<file path="src/rtl/spi_eng_pkg.sv">
package spi_eng_pkg;
    localparam int SPI_W = 8;
    localparam int CNT_W = $clog2(SPI_W);

    typedef struct packed {
        logic             busy;
        logic             sck;
        logic             prev;
        logic             in_bit;
        logic [CNT_W-1:0] cnt;
        logic [SPI_W-1:0] sreg;
        logic [SPI_W-1:0] rx;
        logic             rx_full;
        logic             tx_empty;
    } core_st_t;
endpackage

</file>
<file path="src/rtl/spi_baud_gen.sv">
module spi_baud_gen #(
    parameter int PRE_W   = 3,
    parameter int DIV_W   = 4,
    parameter int DIV_MAX = 8
) (
    input  logic             clk,
    input  logic             rst_n,
    input  logic             run,
    input  logic             hold,
    input  logic [PRE_W-1:0] presc_sel,
    input  logic [DIV_W-1:0] rate_sel,
    output logic             half_tick
);
    localparam int DC_W = (DIV_MAX > 0) ? DIV_MAX : 1;

    logic [PRE_W-1:0] pc_d, pc_q;
    logic [DC_W-1:0]  dc_d, dc_q, lim;
    logic [DIV_W-1:0] rate_eff;
    logic [DC_W:0]    pow;

    always_comb begin
        rate_eff  = (rate_sel > DIV_W'(DIV_MAX)) ? DIV_W'(DIV_MAX) : rate_sel;
        pow       = (DC_W+1)'(1) << rate_eff;
        lim       = DC_W'(pow - (DC_W+1)'(1));
        pc_d      = pc_q;
        dc_d      = dc_q;
        half_tick = 1'b0;
        if (!run) begin
            pc_d = '0;
            dc_d = '0;
        end else if (!hold) begin
            if (pc_q == presc_sel) begin
                pc_d = '0;
                if (dc_q == lim) begin
                    dc_d      = '0;
                    half_tick = 1'b1;
                end else begin
                    dc_d = dc_q + 1'b1;
                end
            end else begin
                pc_d = pc_q + 1'b1;
            end
        end
    end

    always_ff @(posedge clk or negedge rst_n) begin
        if (!rst_n) begin
            pc_q <= '0;
            dc_q <= '0;
        end else begin
            pc_q <= pc_d;
            dc_q <= dc_d;
        end
    end

    // the divider stage only advances on a prescaler wrap
    p_div_step_r7: assert property (@(posedge clk) disable iff (!rst_n)
        (run && pc_q != presc_sel) |=> (dc_q == $past(dc_q)));
endmodule

</file>
<file path="src/rtl/spi_pin_route.sv">
module spi_pin_route (
    input  logic is_master,
    input  logic one_wire,
    input  logic dir_out,
    input  logic dout,
    input  logic mosi_i,
    input  logic miso_i,
    output logic mosi_o,
    output logic mosi_oe,
    output logic miso_o,
    output logic miso_oe,
    output logic din
);
    always_comb begin
        mosi_o = dout;
        miso_o = dout;
        if (!one_wire) begin
            mosi_oe = is_master;
            miso_oe = !is_master;
            din     = is_master ? miso_i : mosi_i;
        end else begin
            mosi_oe = is_master && dir_out;
            miso_oe = !is_master && dir_out;
            din     = is_master ? mosi_i : miso_i;
        end
    end

    always_comb begin
        if (one_wire && !dir_out)
            p_quiet_pins_r4: assert (!mosi_oe && !miso_oe);
        p_single_driver_r1: assert (!(mosi_oe && miso_oe));
    end
endmodule

</file>
<file path="src/rtl/spi_shift_core.sv">
module spi_shift_core
    import spi_eng_pkg::*;
(
    input  logic             clk,
    input  logic             rst_n,
    input  logic             is_master,
    input  logic             freeze,
    input  logic             half_tick,
    input  logic             sck_in,
    input  logic             din,
    input  logic [SPI_W-1:0] tx_data,
    input  logic             tx_load,
    input  logic             rx_read,
    output logic             busy,
    output logic             sck_o,
    output logic             dout,
    output logic [SPI_W-1:0] rx_data,
    output logic             rx_full,
    output logic             tx_empty
);
    core_st_t st_d, st_q;
    logic     rise, fall;

    always_comb begin
        st_d      = st_q;
        st_d.prev = sck_in;
        rise = is_master ? (half_tick && !st_q.sck) : (sck_in && !st_q.prev);
        fall = is_master ? (half_tick && st_q.sck)  : (!sck_in && st_q.prev);
        if (rx_read) st_d.rx_full = 1'b0;
        if (!freeze) begin
            if (tx_load && !st_q.busy) begin
                st_d.sreg     = tx_data;
                st_d.cnt      = '0;
                st_d.busy     = 1'b1;
                st_d.tx_empty = 1'b0;
                st_d.sck      = 1'b0;
            end else if (rise) begin
                st_d.in_bit = din;
                st_d.sck    = is_master;
            end else if (fall) begin
                st_d.sck  = 1'b0;
                st_d.sreg = {st_q.sreg[SPI_W-2:0], st_q.in_bit};
                st_d.cnt  = st_q.cnt + 1'b1;
                if (st_q.cnt == CNT_W'(SPI_W-1)) begin
                    st_d.cnt      = '0;
                    st_d.rx       = {st_q.sreg[SPI_W-2:0], st_q.in_bit};
                    st_d.rx_full  = 1'b1;
                    st_d.tx_empty = 1'b1;
                    st_d.busy     = 1'b0;
                end
            end
        end
    end

    always_ff @(posedge clk or negedge rst_n) begin
        if (!rst_n) begin
            st_q          <= '0;
            st_q.tx_empty <= 1'b1;
        end else begin
            st_q <= st_d;
        end
    end

    assign busy     = st_q.busy;
    assign sck_o    = st_q.sck;
    assign dout     = st_q.sreg[SPI_W-1];
    assign rx_data  = st_q.rx;
    assign rx_full  = st_q.rx_full;
    assign tx_empty = st_q.tx_empty;

    p_freeze_hold_r6: assert property (@(posedge clk) disable iff (!rst_n)
        freeze |=> ($stable(st_q.cnt) && $stable(st_q.sreg) && $stable(st_q.sck)));
    p_rx_sticky_r9: assert property (@(posedge clk) disable iff (!rst_n)
        (st_q.rx_full && !rx_read) |=> st_q.rx_full);
    p_done_flags_r9: assert property (@(posedge clk) disable iff (!rst_n)
        $rose(st_q.rx_full) |-> st_q.tx_empty);
    p_sck_idle_r8: assert property (@(posedge clk) disable iff (!rst_n)
        !st_q.busy |-> !st_q.sck);
endmodule

</file>
<file path="src/rtl/spi_bidir_engine.sv">
module spi_bidir_engine
    import spi_eng_pkg::*;
#(
    parameter int PRE_W   = 3,
    parameter int DIV_W   = 4,
    parameter int DIV_MAX = 8
) (
    input  logic             clk,
    input  logic             rst_n,
    input  logic             is_master,
    input  logic             one_wire,
    input  logic             dir_out,
    input  logic             stop_in_wait,
    input  logic             wait_mode,
    input  logic             rx_dma_sel,
    input  logic [PRE_W-1:0] presc_sel,
    input  logic [DIV_W-1:0] rate_sel,
    input  logic [SPI_W-1:0] tx_data,
    input  logic             tx_load,
    input  logic             rx_read,
    input  logic             sck_in,
    output logic             sck_out,
    output logic             sck_oe,
    input  logic             mosi_i,
    output logic             mosi_o,
    output logic             mosi_oe,
    input  logic             miso_i,
    output logic             miso_o,
    output logic             miso_oe,
    output logic [SPI_W-1:0] rx_data,
    output logic             rx_full,
    output logic             tx_empty,
    output logic             rx_irq,
    output logic             rx_dma_req,
    output logic             busy
);
    logic freeze, half_tick, din, dout, sck_core;

    assign freeze = stop_in_wait && wait_mode;

    spi_baud_gen #(.PRE_W(PRE_W), .DIV_W(DIV_W), .DIV_MAX(DIV_MAX)) u_baud (
        .clk(clk), .rst_n(rst_n), .run(busy && is_master), .hold(freeze),
        .presc_sel(presc_sel), .rate_sel(rate_sel), .half_tick(half_tick)
    );

    spi_pin_route u_route (
        .is_master(is_master), .one_wire(one_wire), .dir_out(dir_out), .dout(dout),
        .mosi_i(mosi_i), .miso_i(miso_i), .mosi_o(mosi_o), .mosi_oe(mosi_oe),
        .miso_o(miso_o), .miso_oe(miso_oe), .din(din)
    );

    spi_shift_core u_core (
        .clk(clk), .rst_n(rst_n), .is_master(is_master), .freeze(freeze),
        .half_tick(half_tick), .sck_in(sck_in), .din(din), .tx_data(tx_data),
        .tx_load(tx_load), .rx_read(rx_read), .busy(busy), .sck_o(sck_core),
        .dout(dout), .rx_data(rx_data), .rx_full(rx_full), .tx_empty(tx_empty)
    );

    assign sck_out    = is_master && sck_core;
    assign sck_oe     = is_master;
    assign rx_irq     = rx_full && !rx_dma_sel;
    assign rx_dma_req = rx_full && rx_dma_sel;

    // the routed event follows the full flag one-for-one
    p_route_follow_r5: assert property (@(posedge clk) disable iff (!rst_n)
        $rose(rx_full) |-> (rx_irq || rx_dma_req));
endmodule

</file>
<file path="config.mk">
export PLATFORM = sky130hd
export DESIGN_NAME = spi_bidir_engine
export DESIGN_NICKNAME = d
export VERILOG_FILES = /design/src/rtl/spi_eng_pkg.sv /design/src/rtl/spi_baud_gen.sv /design/src/rtl/spi_pin_route.sv /design/src/rtl/spi_shift_core.sv /design/src/rtl/spi_bidir_engine.sv
export SDC_FILE = /design/constraint.sdc
export NUM_CORES = 1
export LEC_CHECK = 0
export CORE_MARGIN = 2
export CORE_UTILIZATION = 40
export DETAILED_ROUTE_END_ITERATION = 10
export DONT_BUFFER_PORTS = 1
export PLACE_DENSITY = 0.57
export SETUP_SLACK_MARGIN = 0.4
export SLEW_MARGIN = 20
export SYNTH_ARGS = -nofsm -noshare
export SYNTH_HDL_FRONTEND = slang
export SYNTH_SLANG_ARGS = --single-unit
</file>
<file path="constraint.sdc">
create_clock -name clk -period 2.5 [get_ports clk]
set_clock_uncertainty 0.05 [all_clocks]
set_input_delay 0.375 -clock clk [delete_from_list [all_inputs] [get_ports clk]]
set_output_delay 0.375 -clock clk [all_outputs]
set_load 0.03 [all_outputs]
</file>
; ---- Word-level counts from Yosys, hierarchy flattened
; Index checks and enable logic that the tools add are counted.
[totals]
register_bits = 36
latchBits = 0
mem_bits_rw = 0
rom_bits = 0
input_bits = 28
output_inout_bits = 19
wordCells = 86
n_memories = 0
[classes]
addsub = 4
mul = 0
div_mod_pow = 0
order_cmp = 1
n_eq_ne = 6
n_shift = 1
muxes = 33
bitwise_logic = 3
reduce_logical = 27
[ops]
columns = cell, count
row1 = 2-to-1 mux 21 bit, 2
row2 = 2-to-1 mux 8 bit, 4
row3 = 2-to-1 mux 1 bit, 17
row4 = logical AND 1 bit, 12
row5 = 2-to-1 mux 3 bit, 4
row6 = 2-to-1 mux 11 bit, 1
row7 = 2-to-1 mux 10 bit, 1
row8 = adder 8 x 1 -> 8 bit (second input constant), 1
row9 = equality test 8 bit, 1
row10 = << shifter 1 x 4 -> 8 bit (first input constant), 1
row11 = subtractor 8 x 1 -> 8 bit (second input constant), 1
row12 = adder 3 x 1 -> 3 bit (second input constant), 2
row13 = logical NOT 1 bit, 6
row14 = 2-to-1 mux 2 bit, 3
row15 = inequality test 2 bit (second input constant), 3
row16 = AND reduction 3 bit, 2
row17 = AND reduction 5 bit, 1
row18 = greater-than comparator 4 bit (second input constant), 1
row19 = 2-to-1 mux 4 bit, 1
row20 = AND reduction 2 bit, 2
row21 = AND reduction 4 bit, 1
row22 = nonzero test 2 bit, 2
row23 = equality test 3 bit, 1
row24 = equality test 3 bit (second input constant), 1
row25 = other kinds (2), 4

; ---- Depth between registers and ports, before layout
; Gate-level depths: netlist of run 1.
[depth]
ltp_word = 15
ltp_mapped = 11
depth_no_buf = 9

; ---- Cells and area by module
; A second synthesis of run 1 with hierarchy kept.
[hier_totals]
cells_unflattened = 209
area_unflattened_um2 = 2174.6
[modules_own_cells]
columns = mod, instances, cells_per_inst, area_each_um2, seq_area_each_um2
row1 = spi_shift_core, 1, 93, 1182.4, 626.9
row2 = spi_baud_gen, 1, 103, 902.1, 275.3
row3 = spi_pin_route, 1, 7, 51.3, 0.0
row4 = spi_bidir_engine, 1, 6, 38.8, 0.0

; ---- Least setup slack after synthesis of run 1
; No wires, ideal clock.
[synth_timing]
kind = input-to-reg
from = input rate_sel[2]
to = register u_core.st_q (netlist bit u_core.rx_data[0])
setup_time_ps = 125
arrival_time_ps = 2516
required_time_ps = 2325
slack_ps = -191
stages = 10
n_path_buf = 1
path_cell_list = buf_4 > nor2_1 > nand3b_1 > ha_1 > and3b_2 > o31ai_1 > a21o_1 > nand4_4 > a21oi_4 > mux2_2
[synth_between]
elab_chain_len = 13
elab_cells_between_ends = 15
classes_between = add/sub (1) / order compare (1) / eq/ne (1) / shift (1) / mux (7) / bitwise (1) / reduce/logical (3)
[synth_rtl]
columns = item, line_no
row1 = start: declaration, spi_bidir_engine.sv:17  ; input logic [DIV_W-1:0] rate_sel,
row2 = greater-than comparator 4 bit, spi_baud_gen.sv:22  ; rate_eff = (rate_sel > DIV_W'(DIV_MAX)) ? DIV_W'(DIV_MAX) : rate_sel;
row3 = 2-to-1 mux 4 bit (*), spi_baud_gen.sv:22
row4 = << shifter 1 x 4 -> 8 bit (*), spi_baud_gen.sv:23  ; pow = (DC_W+1)'(1) << rate_eff;
row5 = subtractor 8 x 1 -> 8 bit (*), spi_baud_gen.sv:24  ; lim = DC_W'(pow - (DC_W+1)'(1));
row6 = equality test 8 bit (*), spi_baud_gen.sv:34  ; if (dc_q == lim) begin
row7 = 2-to-1 mux 1 bit (*), spi_baud_gen.sv:34
row8 = 2-to-1 mux 1 bit (*), spi_baud_gen.sv:32  ; if (pc_q == presc_sel) begin
row9 = 2-to-1 mux 1 bit (*), spi_baud_gen.sv:31  ; end else if (!hold) begin
row10 = 2-to-1 mux 1 bit (*), spi_baud_gen.sv:28  ; if (!run) begin
row11 = logical AND 1 bit, spi_shift_core.sv:27  ; rise = is_master ? (half_tick && !st_q.sck) : (sck_in && !st_q.prev);
row12 = 2-to-1 mux 1 bit, spi_shift_core.sv:27
row13 = NOT 1 bit (no line), n/a
row14 = AND reduction 5 bit (no line) (*), n/a
row15 = end signal: assignment, spi_shift_core.sv:60  ; st_q <= st_d;
row16 = end: declaration, spi_shift_core.sv:21  ; core_st_t st_d, st_q;
; Mark *: on every way between the ends. The rest lies on a longest branch, timed or not.
; A chain may end at the register's enable or synchronous reset.

; ---- Worst setup path in the final report of run 1
[layout_timing]
from = register u_baud.dc_q[7]
to = register u_core.st_q (netlist bit u_core.rx_data[3])
[layout_between]
elab_chain_len = 9
elab_cells_between_ends = 11
classes_between = eq/ne (1) / mux (6) / bitwise (1) / reduce/logical (3)
[layout_rtl]
columns = item, line_no
row1 = start: declaration, spi_baud_gen.sv:17  ; logic [DC_W-1:0] dc_d, dc_q, lim;
row2 = start signal: assignment, spi_baud_gen.sv:49  ; dc_q <= '0;
row3 = start signal: assignment, spi_baud_gen.sv:52  ; dc_q <= dc_d;
row4 = equality test 8 bit (*), spi_baud_gen.sv:34
row5 = 2-to-1 mux 1 bit (*), spi_baud_gen.sv:34
row6 = 2-to-1 mux 1 bit (*), spi_baud_gen.sv:32
row7 = 2-to-1 mux 1 bit (*), spi_baud_gen.sv:31
row8 = 2-to-1 mux 1 bit (*), spi_baud_gen.sv:28
row9 = logical AND 1 bit, spi_shift_core.sv:27
row10 = 2-to-1 mux 1 bit, spi_shift_core.sv:27
row11 = NOT 1 bit (no line), n/a
row12 = AND reduction 5 bit (no line) (*), n/a
; Marked as above.

==> results of run 1 <==
[per-stage QoR]
step                      worst slack (ps)  cells  hold slack, ps  total power, W  util (%)
after detailed placement              43.6    319            31.1         0.00107      42.8
after global placement                75.6    319            31.0         0.00107      42.8
after floorplan                      -51.1    257            29.4         0.00103         -
final                                  258    340            56.4         0.00160      48.5
after global routing                   160    340            42.6         0.00169      48.5
after CTS                              338    338            51.2         0.00160      47.6
[what timing repair did]
item / in CTS / in global routing
pin swaps: 15 / 6
setup buffers: 8 / 2
hold buffers: 2 / 0
hold endpoints to repair: 36 / 0
cloned: 1 / 0
setup endpoints to repair: 27 / 25
resized for setup: 15 / 8
[per-layer routing]
metal | routed length [µm] | share of wire (%) | track usage [%] | up-vias
met5 | 0 | 0 | 0 | -
met4 | 64 | 1.1 | 4.58 | 0
met3 | 238 | 4.2 | 5.11 | 6
met2 | 2480 | 44 | 26.9 | 45
met1 | 2870 | 51 | 27.0 | 891
li1 | - | - | - | 945
[cell usage after synthesis, drive strengths merged (2+ instances only)]
library cell	count	area share (%)
ha	5	2.6
o21ai	8	1.7
buf	17	5.5
dfrtp	35	37
a21o	6	2.0
a22o	5	1.8
nand2	18	2.8
nor2b	6	1.6
o211ai	2	0.63
and4	2	0.74
or3	2	0.53
or2	4	1.1
xor2	3	1.1
and2	5	1.4
nor4	10	3.3
nand3	4	0.84
o22ai	9	2.4
nor3	15	3.2
o31ai	2	1.2
xnor2	6	2.2
inv	4	0.63
clkbuf	5	0.84
a221oi	2	0.74
a221o	2	0.84
a21oi	13	3.2
nand4	4	1.7
nor4b	4	1.5
nor2	31	5.0
nand2b	3	0.79
mux2	10	4.7
nand3b	2	0.63
[power breakdown]
group	leakage (nW)	internal, W	switching, W
clock network	0.0552	0.000296	0.000219
registers	0.458	0.000661	0.000121
logic	0.659	0.000139	0.000160
total	1.17	0.00110	0.000500
[state kept, by name, summed over array words and instances (netlist names)]
name             flops
u_baud.dc_q          8
u_core.rx_data       8
u_core.tx_empty      1
u_core.rx_full       1
u_baud.pc_q          3
u_core.dout          1
u_core.busy          1
u_core.sck_o         1
u_core.st_q         12
[worst max-delay path: cells and delay by family (launching register included)]
kind	cells	cell delay (ps)
AO/OA/AOI/OAI	3	670
flip-flops	1	440
buffers and inverters	2	340
AND/OR/NAND/NOR	2	320
multiplexers	1	310
[cells in the final DEF (no fill, tap or decap), types with 2 or more instances in the layout]
cell type	n
nor3_1	14
inv_1	4
and4_4	2
a22o_1	5
nor2b_1	5
dfrtp_2	5
xnor2_1	4
a21oi_2	2
nor2_1	27
xnor2_2	2
nor4b_1	3
buf_4	16
a21o_2	2
a21oi_1	10
ha_1	4
nor4_1	8
mux2_4	8
a221o_1	2
nand2_1	18
o211ai_1	2
buf_12	3
nand3_1	4
or2_2	4
mux2_2	2
o21ai_0	6
dfrtp_1	30
xor2_1	3
nor2_4	3
nand3b_1	2
o22ai_1	9
and2_1	4
clkbuf_8	5
or3_1	2
nand2b_1	3
o31ai_4	2
nand4_1	3
a21o_1	4
[cell type report]
| cell class | instances | area [µm²] |
|---|---|---|
| fill | 543 | 3020 |
| clock inverter | 2 | 35.0 |
| timing repair buffer | 22 | 234 |
| clock buffer | 6 | 72.6 |
| tap | 75 | 93.8 |
| multi-input combinational | 195 | 1480 |
| sequential | 36 | 908 |
| inverter | 4 | 15.0 |
[worst min path at each step]
stage | slack [ps] | start | endpoint | depth (start not counted)
2_1_floorplan | 30 | rst_n | u_baud.dc_q[0] | 0
4_1_cts | 50 | sck_in | u_core.st_q[22] | 0
3_5_place_dp | 30 | rst_n | u_baud.pc_q[0] | 0
3_3_place_gp | 30 | rst_n | u_baud.pc_q[2] | 0
5_1_grt | 40 | sck_in | u_core.st_q[22] | 0
6_report | 60 | sck_in | u_core.st_q[22] | 0
[cells by family (layout without fill, tap and decap cells)]
group                      count (synthesis)  count (layout)
and+or+nand+nor                          116             116
AOI/OAI and AO/OA                         54              54
DFF                                       36              36
buffers and inverters                     26              34
muxes                                     11              11
xor gates and xnor gates                   9               9
adders and majority gates                  5               5
==> flow_metrics.env, run 1 <==
export IMPL_clk_pin_slew_ps=70
export IMPL_synth_compound_area_share_pct=17.0
export IMPL_finalHoldViolations=0
export IMPL_critPathRequiredTime_ps=2630
export IMPL_fin_crit_sh_pct=89.7
export IMPL_powerDensity_mw_per_mm2=563
export IMPL_fin_area_mm2=0.00284
export IMPL_first_iter_violations=128
export IMPL_crit_type="flop to flop"
export IMPL_syn2layout_area_growth_pct=19.1
export IMPL_outcome="finished clean"
export IMPL_viasPerCell=5.55
export IMPL_start_kind="flop"
export IMPL_min_path_type="input port to flop"
export IMPL_tns_ps=0
export IMPL_dr_pass1_iters=4
export IMPL_clkLatencyLatePin_ps=290
export IMPL_drc_errors=0
export IMPL_dpl_instance_area_mm2=0.00251
export IMPL_p_leak_nw=1.17
export IMPL_clock_fmax_mhz=446
export IMPL_core_area_mm2=0.00585
export IMPL_drive_gt1_share_pct=29.1
export IMPL_grt_max_degree=37
export IMPL_ys_ff_latch=36
export IMPL_cts_tree="yes"
export IMPL_diodes=0
export IMPL_numClockSinks=36
export IMPL_grt_ovfl_total=0
export IMPL_reg2regPathDepth=8
export IMPL_grt_pass1_vias=1836
export IMPL_synthFlopType="dfrtp_1"
export IMPL_nets=297
export IMPL_fp_row_count=28
export IMPL_rr_startpoint="u_baud.dc_q[7]"
export IMPL_cp_arrival_ps=2370
export IMPL_die_height_um=81.2
export IMPL_post_drt_wl_per_cell_um=16.6
export IMPL_syn_cell_area_mm2=0.00238
export IMPL_crit_start="u_baud.dc_q[7]"
export IMPL_die_w_um=81.2
export IMPL_gp_congestion=0.757
export IMPL_synth_top_family_by_area="simple AND/OR/NAND/NOR gates"
export IMPL_htreeDepth=2
export IMPL_portBuffers=0
export IMPL_tightest_slew_ps=687
export IMPL_grt_total_usage_pct=18.5
export IMPL_wl_um=5660
export IMPL_synthMuxAreaShare_pct=5.15
export IMPL_finalSetupViolations=0
export IMPL_cap_viol_max_count=0
export IMPL_avgSynthCellArea_um2=9.26
export IMPL_synthXorXnorAreaFrac_pct=3.31
export IMPL_start_util_pct=40.7
export IMPL_crit_slowest_cell="dfrtp_2"
export IMPL_syn_nets=290
export IMPL_cp_end_kind="flop"
export IMPL_cp_endpoint="u_core.rx_data[3]"
export IMPL_hpwl_um=3900
export IMPL_cp_slowest_stage_delay_ps=440
export IMPL_die_area_mm2=0.00659
export IMPL_r2r_setup_slack_ps=260
export IMPL_cts_made_buffers=5
export IMPL_rsz0062_at_grt="true"
export IMPL_synth_fa_ha_area_share_pct=2.63
export IMPL_ir_drop_v=0.000274
export IMPL_ys_types=55
export IMPL_num_vias=1887
export IMPL_path_cells="nand4b_1 > a2bb2oi_2 > a2111oi_4 > buf_4 > nand4_4 > a21oi_4 > buf_12 > mux2_4"
export IMPL_min_period_ps=2240
export IMPL_ant_nets=0
export IMPL_ioPinCount=47
export IMPL_grt_pass1_wl_um=9300
export IMPL_clock_path_buffers=2
export IMPL_ys_seq_area_share_pct=37.9
export IMPL_cp_max_fo=10
export IMPL_synth_edf_count=0
export IMPL_drv_slew=0
export IMPL_async_reset_ff_share_pct=100
export IMPL_synth_cells=257
export IMPL_slew_headroom_pct=54.2
export IMPL_synth_simple_area_share_pct=27.1
export IMPL_r2r_end="u_core.rx_data[3]"
export IMPL_cts_root_buf="clkbuf_8"
export IMPL_yosysWarnings=0
export IMPL_grt_antenna_before_repair=0
Note: power is estimated with default switching activity, not from simulation.
==> run 2: changes to the inputs <==
--- a/config.mk
+++ b/config.mk
@@ -5,7 +5,6 @@
 export SDC_FILE = /design/constraint.sdc
 export NUM_CORES = 1
 export LEC_CHECK = 0
-export CORE_MARGIN = 2
 export CORE_UTILIZATION = 40
 export DETAILED_ROUTE_END_ITERATION = 10
 export DONT_BUFFER_PORTS = 1
@@ -15,3 +14,4 @@
 export SYNTH_ARGS = -nofsm -noshare
 export SYNTH_HDL_FRONTEND = slang
 export SYNTH_SLANG_ARGS = --single-unit
+export TNS_END_PERCENT = 30
==> run 2 against run 1 <==
Net effect: die area fell by 4.9%; fmax up 2.9%; register-to-register slack better by 60 ps; sequential cell count unchanged; via count increased by 0.32%; first-iteration DRC count shrank 23%; sequential power hardly changed; largest power group unchanged.
==> flow_metrics.env, run 2 (same netlist as run 1, synthesis figures left out) <==
export IMPL_outcome="finished clean"
export IMPL_cts_root_buf="clkbuf_8"
export IMPL_dpl_instance_area_mm2=0.00251
export IMPL_core_area_mm2=0.00561
export IMPL_tightest_slew_ps=669
export IMPL_total_power_w=0.00160
export IMPL_numClockSinks=36
export IMPL_cp_max_fo=10
export IMPL_ant_nets=0
export IMPL_fin_area_mm2=0.00277
export IMPL_drv_slew=0
export IMPL_largest_reg_flops=12
export IMPL_fp_row_count=27
export IMPL_mostFrequentLayoutCells="dfrtp_1 (30), nor2_1 (28), nand2_1 (18)"
export IMPL_rr_startpoint="u_baud.dc_q[7]"
export IMPL_min_period_ps=2180
export IMPL_min_path_type="input port to flop"
export IMPL_critPathRequiredTime_ps=2620
export IMPL_tns_ps=0
export IMPL_fin_crit_sh_pct=87.1
export IMPL_reg2regPathDepth=7
export IMPL_r2r_setup_slack_ps=320
export IMPL_num_vias=1893
export IMPL_die_height_um=79.2
export IMPL_htreeDepth=2
export IMPL_nFillCells=551
export IMPL_hpwl_um=3830
export IMPL_crit_start="u_baud.dc_q[7]"
export IMPL_drive_gt1_share_pct=27.4
export IMPL_clock_path_buffers=2
export IMPL_cp_endpoint="u_core.rx_data[4]"
export IMPL_grt_ovfl_total=0
export IMPL_die_w_um=79.2
export IMPL_ir_drop_v=0.000313
export IMPL_ioPinCount=47
export IMPL_viasPerCell=5.65
export IMPL_first_iter_violations=98
export IMPL_clk_pin_slew_ps=80
export IMPL_drc_errors=0
export IMPL_grt_pass1_wl_um=8830
export IMPL_slew_headroom_pct=55.4
export IMPL_powerDensity_mw_per_mm2=578
export IMPL_portBuffers=0
export IMPL_cts_tree="yes"
export IMPL_rsz0062_at_grt="true"
export IMPL_cp_end_kind="flop"
export IMPL_start_util_pct=42.5
export IMPL_register_area_um2=908
export IMPL_p_leak_nw=1.14
export IMPL_crit_type="flop to flop"
export IMPL_clkLatencyLatePin_ps=290
export IMPL_start_kind="flop"
export IMPL_multi_input_area_mm2=0.00145
export IMPL_finalSetupViolations=0
export IMPL_r2r_end="u_core.rx_data[4]"
export IMPL_finalHoldViolations=0
export IMPL_final_common_cell="dfrtp_1"
export IMPL_finalNonFillerCells=335
export IMPL_post_drt_wl_per_cell_um=16.1
export IMPL_cap_viol_max_count=0
export IMPL_grt_total_usage_pct=18.0
export IMPL_nets=295
export IMPL_grt_max_degree=37
export IMPL_dp_cells=317
export IMPL_wl_um=5390
export IMPL_die_area_mm2=0.00626
export IMPL_syn2layout_area_growth_pct=16.3
export IMPL_cp_arrival_ps=2300
export IMPL_cts_made_buffers=5
export IMPL_grt_antenna_before_repair=0
export IMPL_dr_pass1_iters=4
export IMPL_diodes=0
export IMPL_clock_fmax_mhz=459
export IMPL_grt_pass1_vias=1778
export IMPL_regMostFlops="u_core.st_q"
export IMPL_gp_congestion=0.792
## run 2: worst min path at each step
stage	start	endpoint	slack (ps)	depth (start not counted)
floorplan	rst_n	u_baud.dc_q[0]	30	0
global placement	rst_n	u_baud.pc_q[2]	30	0
detailed placement	rst_n	u_baud.dc_q[2]	30	0
CTS	sck_in	u_core.st_q[22]	50	0
global route	sck_in	u_core.st_q[22]	50	0
finish	sck_in	u_core.st_q[22]	60	0
## run 2: timing repair
item                                    CTS  global route
setup buffers                             5             3
resized for setup                         9             6
pin swaps                                 5             7
endpoints found under the setup margin   25            28
hold buffers                              2             0
endpoints found under the hold margin    36             0
## run 2: where the power goes
group | internal (W) | total [W] | switching, W
clock | 0.000295 | 0.000519 | 0.000224
combinational | 0.000141 | 0.000299 | 0.000158
sequential | 0.000661 | 0.000784 | 0.000123
## run 2: worst max-delay path, stage by stage (launching register included)
cell       delay (ps)
dfrtp_2           440
nand4b_1          200
a2bb2oi_2         180
a2111oi_4         400
nand4_4           160
a21oi_4           170
buf_12            160
mux2_4            300
## run 2: final cells by class
class / instances / share of cell area (%)
clock buffers: 5 / 2.49
clock inverters: 3 / 1.54
inverters: 4 / 0.542
multi-input cells: 195 / 52.5
flip-flops and latches: 36 / 32.8
repair buffers: 20 / 6.87
well taps: 72 / 3.25
## run 2: per-layer routing
layer  GRT usage, %  vias up  share of wire (%)
li1               -      935                  -
met1           26.4      909                 50
met2           25.7       41                 44
met3           4.48        8                4.1
met4           5.82        0                1.5
met5              0        -                  0
## run 2: per-stage QoR
step,setup WS [ps],util [%],hold WS [ps]
after floorplan,-51.1,-,29.4
after global placement,93.6,44.8,31.0
after detailed placement,81.8,44.8,30.2
after CTS,321,48.6,48.9
after global routing,278,49.4,49.4
final,322,49.4,57.0
